<file path="config.mk">
export PLATFORM = sky130hd
export DESIGN_NAME = dis_pulse_discriminator
export DESIGN_NICKNAME = d
export VERILOG_FILES = /design/src/rtl/dpwd_pkg.sv /design/src/rtl/dpwd_run_counter.sv /design/src/rtl/dpwd_width_class.sv /design/src/rtl/dpwd_strobe_gen.sv /design/src/rtl/dis_pulse_discriminator.sv
export SDC_FILE = /design/constraint.sdc
export NUM_CORES = 1
export LEC_CHECK = 0
export BUFFER_PORTS_ARGS = -buffer_cell sky130_fd_sc_hd__buf_2
export CAP_MARGIN = 20
export CORE_AREA = 2 2 39 41
export CTS_CLUSTER_DIAMETER = 40
export DETAILED_ROUTE_END_ITERATION = 8
export DIE_AREA = 0 0 41 43
export PLACE_DENSITY = 0.72
export SYNTH_ARGS = -nofsm -noshare
export SYNTH_HDL_FRONTEND = slang
export SYNTH_HIERARCHICAL = 1
export SYNTH_SLANG_ARGS = --single-unit
</file>
<file path="constraint.sdc">
create_clock -name clk -period 4 [get_ports clk]
set_input_delay 1 -clock clk [delete_from_list [all_inputs] [get_ports clk]]
set_output_delay 1 -clock clk [all_outputs]
set_load 0.1 [all_outputs]
</file>
<file path="src/rtl/dpwd_pkg.sv">
`timescale 1ns/1ps
package dpwd_pkg;

    // default cycle limits for a 100 MHz clock
    parameter int unsigned CLR_LO_DEF  = 310;
    parameter int unsigned CLR_HI_DEF  = 340;
    parameter int unsigned SHUT_AT_DEF = 700;

    // action decided at the end of a high run
    typedef enum logic [1:0] {
        ACT_NONE    = 2'd0,
        ACT_CLEAR   = 2'd1,
        ACT_RELEASE = 2'd2
    } end_act_e;

    // information about the run presented to the classifier
    typedef struct packed {
        logic ending;   // level sampled low after a high run
        logic full;     // run reached the shutdown length
    } run_state_t;

    function automatic int unsigned sat_next(input int unsigned cur,
                                             input int unsigned lim);
        return (cur >= lim) ? lim : cur + 1;
    endfunction

    function automatic logic in_window(input int unsigned val,
                                       input int unsigned lo,
                                       input int unsigned hi);
        return (val >= lo) && (val <= hi);
    endfunction

endpackage

</file>
<file path="src/rtl/dpwd_run_counter.sv">
`timescale 1ns/1ps
module dpwd_run_counter
    import dpwd_pkg::*;
#(
    parameter int unsigned LIM = SHUT_AT_DEF,
    parameter int unsigned W   = $clog2(LIM + 1)
) (
    input  logic         clk,
    input  logic         rst,
    input  logic         level_i,
    output logic [W-1:0] cnt_o,
    output run_state_t   st_o
);

    logic [W-1:0] cnt_q;

    always_ff @(posedge clk) begin
        if (rst) begin
            cnt_q <= '0;
        end else if (level_i) begin
            cnt_q <= W'(sat_next(int'(cnt_q), LIM));
        end else begin
            cnt_q <= '0;
        end
    end

    always_comb begin
        st_o.ending = !level_i && (cnt_q != '0);
        st_o.full   = (int'(cnt_q) >= LIM);
    end

    assign cnt_o = cnt_q;

endmodule

</file>
<file path="src/rtl/dpwd_width_class.sv">
`timescale 1ns/1ps
module dpwd_width_class
    import dpwd_pkg::*;
#(
    parameter int unsigned LO  = CLR_LO_DEF,
    parameter int unsigned HI  = CLR_HI_DEF,
    parameter int unsigned LIM = SHUT_AT_DEF,
    parameter int unsigned W   = $clog2(LIM + 1)
) (
    input  logic [W-1:0] cnt_i,
    input  run_state_t   st_i,
    output end_act_e     act_o
);

    always_comb begin
        act_o = ACT_NONE;
        if (st_i.ending) begin
            if (st_i.full) begin
                act_o = ACT_RELEASE;
            end else if (in_window(int'(cnt_i), LO, HI)) begin
                act_o = ACT_CLEAR;
            end
        end
    end

endmodule

</file>
<file path="src/rtl/dpwd_strobe_gen.sv">
`timescale 1ns/1ps
module dpwd_strobe_gen
    import dpwd_pkg::*;
(
    input  logic     clk,
    input  logic     rst,
    input  end_act_e act_i,
    output logic     strobe_o
);

    logic strobe_q;

    always_ff @(posedge clk) begin
        if (rst) begin
            strobe_q <= 1'b0;
        end else begin
            strobe_q <= (act_i == ACT_CLEAR) || (act_i == ACT_RELEASE);
        end
    end

    assign strobe_o = strobe_q;

endmodule

</file>
<file path="src/rtl/dis_pulse_discriminator.sv">
`timescale 1ns/1ps
module dis_pulse_discriminator
    import dpwd_pkg::*;
#(
    parameter int unsigned CLR_LO  = CLR_LO_DEF,
    parameter int unsigned CLR_HI  = CLR_HI_DEF,
    parameter int unsigned SHUT_AT = SHUT_AT_DEF
) (
    input  logic clk,
    input  logic rst,
    input  logic dis_lvl_i,
    input  logic low_rng_i,
    output logic err_clr_o,
    output logic shut_o,
    output logic bypass_o
);

    localparam int unsigned CNT_W = $clog2(SHUT_AT + 1);

    logic [CNT_W-1:0] run_cnt;
    run_state_t       run_st;
    end_act_e         end_act;

    dpwd_run_counter #(
        .LIM (SHUT_AT),
        .W   (CNT_W)
    ) u_cnt (
        .clk     (clk),
        .rst     (rst),
        .level_i (dis_lvl_i),
        .cnt_o   (run_cnt),
        .st_o    (run_st)
    );

    dpwd_width_class #(
        .LO  (CLR_LO),
        .HI  (CLR_HI),
        .LIM (SHUT_AT),
        .W   (CNT_W)
    ) u_cls (
        .cnt_i (run_cnt),
        .st_i  (run_st),
        .act_o (end_act)
    );

    dpwd_strobe_gen u_stb (
        .clk      (clk),
        .rst      (rst),
        .act_i    (end_act),
        .strobe_o (err_clr_o)
    );

    assign shut_o   = run_st.full;
    assign bypass_o = low_rng_i && !dis_lvl_i && !run_st.full;

endmodule

</file>
==> summary by stage <==
Run status
The run finished with clean final reports.

Layout
The number of fillers in the final layout is 142. The number of nets in the finished design is 86. The share of post-route cells with drive strength above 1 is 15.19%. The layout-stage area growth over the synthesis result is 12.15%. The number of standard cells in the final layout excluding fillers is 95. In the layout the commonest cells are sky130_fd_sc_hd__dfxtp_1, sky130_fd_sc_hd__a21oi_1, sky130_fd_sc_hd__buf_2, sky130_fd_sc_hd__o21ai_0, sky130_fd_sc_hd__inv_1. For this run, the share of the core covered by cells in the final layout is 47.56%.

The library cell used most frequently in the layout, excluding fill and tap cells, is sky130_fd_sc_hd__dfxtp_1. The count of inserted antenna diode cells is 0.

Clock tree
TritonCTS built the clock tree. The clock drives 11 sinks. Buffers inserted during clock tree synthesis total 3. Post-CTS timing repair inserted 0 buffers for setup. The maximum buffer depth of the clock tree is 2. After clock tree synthesis, the clock-pin slew on the worst setup and hold paths is 0.07 ns.

Post-CTS repair changed the size of 0 cells. The maximum level of the CTS H-tree is 1. The tree is rooted in a sky130_fd_sc_hd__clkbuf_4. The clock insertion delay at the later pin of the skew report is 0.28 ns. The number of buffers inserted by hold repair at cts is 0.

Setup path
Traced cell by cell, the critical path runs through nor3_1 > a211o_1 > inv_1 > nor3b_2 > buf_2. The biggest cell delay along the critical path is 0.44 ns. Data on the critical path arrives at its endpoint at 2.01 ns. In this run the critical register-to-register path is launched from u_cnt/cnt_o[2].

Setup slack on the worst reg-to-reg path comes out at 2.04 ns. The worst setup path is captured at an output port. STA classifies the critical path startpoint as a register. The reg-to-reg critical path endpoint is u_stb/strobe_o. The setup path with the least slack is of type reg2out. The required time of the critical path is 3.00 ns. The slowest stage cell on the critical path is sky130_fd_sc_hd__buf_2.

The highest fanout seen on the critical path is 9. The logic depth of the worst register-to-register path is 8.

Die
The total area inside the core boundary comes to 1384 um2. The y dimension of the die is 43 um. The die is 41 um wide. The die covers 1763 um2. The initial cell density of the core is 42.41%.

The number of ports placed on the die boundary is 7. The floorplan has 14 rows.

Timing
The max-slew violation total from the final report is 0. The final number of hold-violating endpoints came to 0. The worst pin sits at a relative slew slack of 67.90%. The setup clock skew after layout is 0.006120 ns.

Setup repair after global routing left no endpoint under its margin. Setup total negative slack on the finished layout was measured at 0 ns. The worst path in the final design needs a cycle of 3.006 ns, including I/O delays and setup.

The peak clock frequency supported by timing is 332.6 MHz. For the pin with the worst max-slew slack, the measured transition is 0.4849 ns. Dividing the final minimum period by the clock period gives 75.15%. Setup violations remaining at the end of the flow were counted as 0.

Synthesis
In this run the biggest area consumer among cell types represents 37.53% of the synthesized area. The number of different library cells used by synthesis comes to 26. Yosys attributes the largest share of cell area to sky130_fd_sc_hd__dfxtp_1, sky130_fd_sc_hd__a21oi_1, sky130_fd_sc_hd__o21ai_0, sky130_fd_sc_hd__ha_1, sky130_fd_sc_hd__or3_1. The synthesized netlist cell count is 70.

In this run, synthesis produced a sequential element count of 11. The share of the Yosys chip area taken by registers is 37.53%. The largest total area in the synthesized netlist belongs to sky130_fd_sc_hd__dfxtp_1. The post-synthesis net count is 76.

Summing every instance area after synthesis gives 586.8 um2. The Yosys step of the flow raised 6 warnings. The synthesized area per cell is 8.383 um2.

Detailed routing
After detailed routing, the average wire length per cell comes to 13.51 um. The total routed wirelength is 1283 um. For this run, design rule violations remaining after detail routing come to 0. Summing over every cut layer, the via total after detailed routing is 578. The detailed-routing iteration count for the pre-antenna-repair pass is 4. The via count normalized by instance count is 6.084.

The post-detailed-route count of antenna-violating nets is 0. The detailed router's first-iteration violation count is 17.

Placement
The placed instance count is 91. Routability-driven placement finished with a final weighted congestion of 0.7829. Buffers placed on the I/O ports in this run total 6. Detailed placement ended at an HPWL of 907 um.

Global routing
Entering global routing, the biggest net connects 10 pins. The via count of the first global-routing pass is 454. Across every metal layer, demand over resource in global routing totals 16.31%. The aggregate global routing overflow is 0.

The first global-routing pass estimated 1869 um of wire. The number of antenna violations at the first check in global routing was 0.

Min path
For hold timing, the worst endpoint is u_cnt/cnt_o[9]. The start point of the worst min-delay path is u_cnt/cnt_o[9]. The worst hold path belongs to the class reg2reg. Along the worst hold path, the cell count comes to 1.

Power
For this design the ratio of total power to cell area is 306.7 nW/um2. Summed over all cells, the static leakage comes to 0.2275 nW. The worst ir drop on vdd is 0.1192 mV.

Flow run
The max-capacitance violation count is 0.
[cell type report]
class	count	area, um2	share of cell area, %
clock buffers	4	26.28	3.992
inverters	5	18.77	2.852
multi-input cells	53	342.8	52.09
flip-flops and latches	11	220.2	33.46
well taps	16	20.02	3.042
repair buffers	6	30.03	4.563
[power breakdown]
group          switching [W]  leakage (nW)  internal [W]
Clock              0.0000381        0.0150     0.0000387
Sequential        0.00000115        0.0889      0.000110
Combinational     0.00000884         0.124    0.00000463
Total              0.0000481         0.228      0.000154
[critical path: cells and delay by family (launching register included)]
family | cells | cell delay, ns
DFF | 1 | 0.41
and+or+nand+nor | 2 | 0.45
buffers and inverters | 2 | 0.57
AOI/OAI and AO/OA | 1 | 0.29
[Yosys cell counts]
| master | n |
|---|---|
| sky130_fd_sc_hd__a211o_1 | 1 |
| sky130_fd_sc_hd__a21oi_1 | 7 |
| sky130_fd_sc_hd__a31oi_1 | 3 |
| sky130_fd_sc_hd__and2_1 | 1 |
| sky130_fd_sc_hd__and3_1 | 2 |
| sky130_fd_sc_hd__buf_2 | 1 |
| sky130_fd_sc_hd__dfxtp_1 | 11 |
| sky130_fd_sc_hd__ha_1 | 2 |
| sky130_fd_sc_hd__inv_1 | 5 |
| sky130_fd_sc_hd__nand2_1 | 4 |
| sky130_fd_sc_hd__nand2b_1 | 1 |
| sky130_fd_sc_hd__nand3_1 | 4 |
| sky130_fd_sc_hd__nand3_2 | 1 |
| sky130_fd_sc_hd__nand4_2 | 1 |
| sky130_fd_sc_hd__nor2_1 | 2 |
| sky130_fd_sc_hd__nor2b_1 | 1 |
| sky130_fd_sc_hd__nor3_1 | 3 |
| sky130_fd_sc_hd__nor3b_2 | 1 |
| sky130_fd_sc_hd__nor4b_1 | 2 |
| sky130_fd_sc_hd__o2111ai_1 | 1 |
| sky130_fd_sc_hd__o21a_1 | 1 |
| sky130_fd_sc_hd__o21ai_0 | 6 |
| sky130_fd_sc_hd__or3_1 | 4 |
| sky130_fd_sc_hd__or4_1 | 1 |
| sky130_fd_sc_hd__xnor2_1 | 2 |
| sky130_fd_sc_hd__xor2_1 | 2 |
[cells by family after synthesis]
kind of cell / Yosys count / synth area share (%)
buf+inv: 6 / 4.051
compound gates: 19 / 18.55
fa+ha+maj: 2 / 4.264
simple gates: 28 / 29.64
xor+xnor: 4 / 5.971
flops: 11 / 37.53
[metrics by stage]
step / hold WS [ns] / total power (W) / area [um2] / worst slack, ns
floorplan: 0.4800 / 0.0001231 / 586.8 / 0.3263
global placement: 0.5099 / 0.0001268 / 631.9 / 1.292
detailed placement: 0.5091 / 0.0001271 / 631.9 / 1.284
CTS: 0.5363 / 0.0002046 / 658.1 / 1.011
global route: 0.5820 / 0.0002099 / 658.1 / 0.8847
finish: 0.5468 / 0.0002018 / 658.1 / 0.9938
[registers in the layout (all words and copies together) (netlist names)]
signal          count
u_cnt/cnt_o        10
u_stb/strobe_o      1
[per-layer routing]
layer  vias up  global-route usage, %  routed length [um]
met1       274                  17.53                 540
li1        274                      -                   -
met5         -                      0                   0
met3         4                  4.712                  69
met2        26                  25.31                 639
met4         0                  12.00                  33
[how the worst max path moves through the flow]
stage                    from  endpoint
2_1_floorplan  u_cnt/cnt_o[2]  bypass_o
3_3_place_gp        dis_lvl_i  bypass_o
5_1_grt        u_cnt/cnt_o[2]  bypass_o
6_report       u_cnt/cnt_o[2]  bypass_o
4_1_cts        u_cnt/cnt_o[2]  bypass_o
3_5_place_dp        dis_lvl_i  bypass_o
Note: power is estimated with default switching activity, not from simulation.
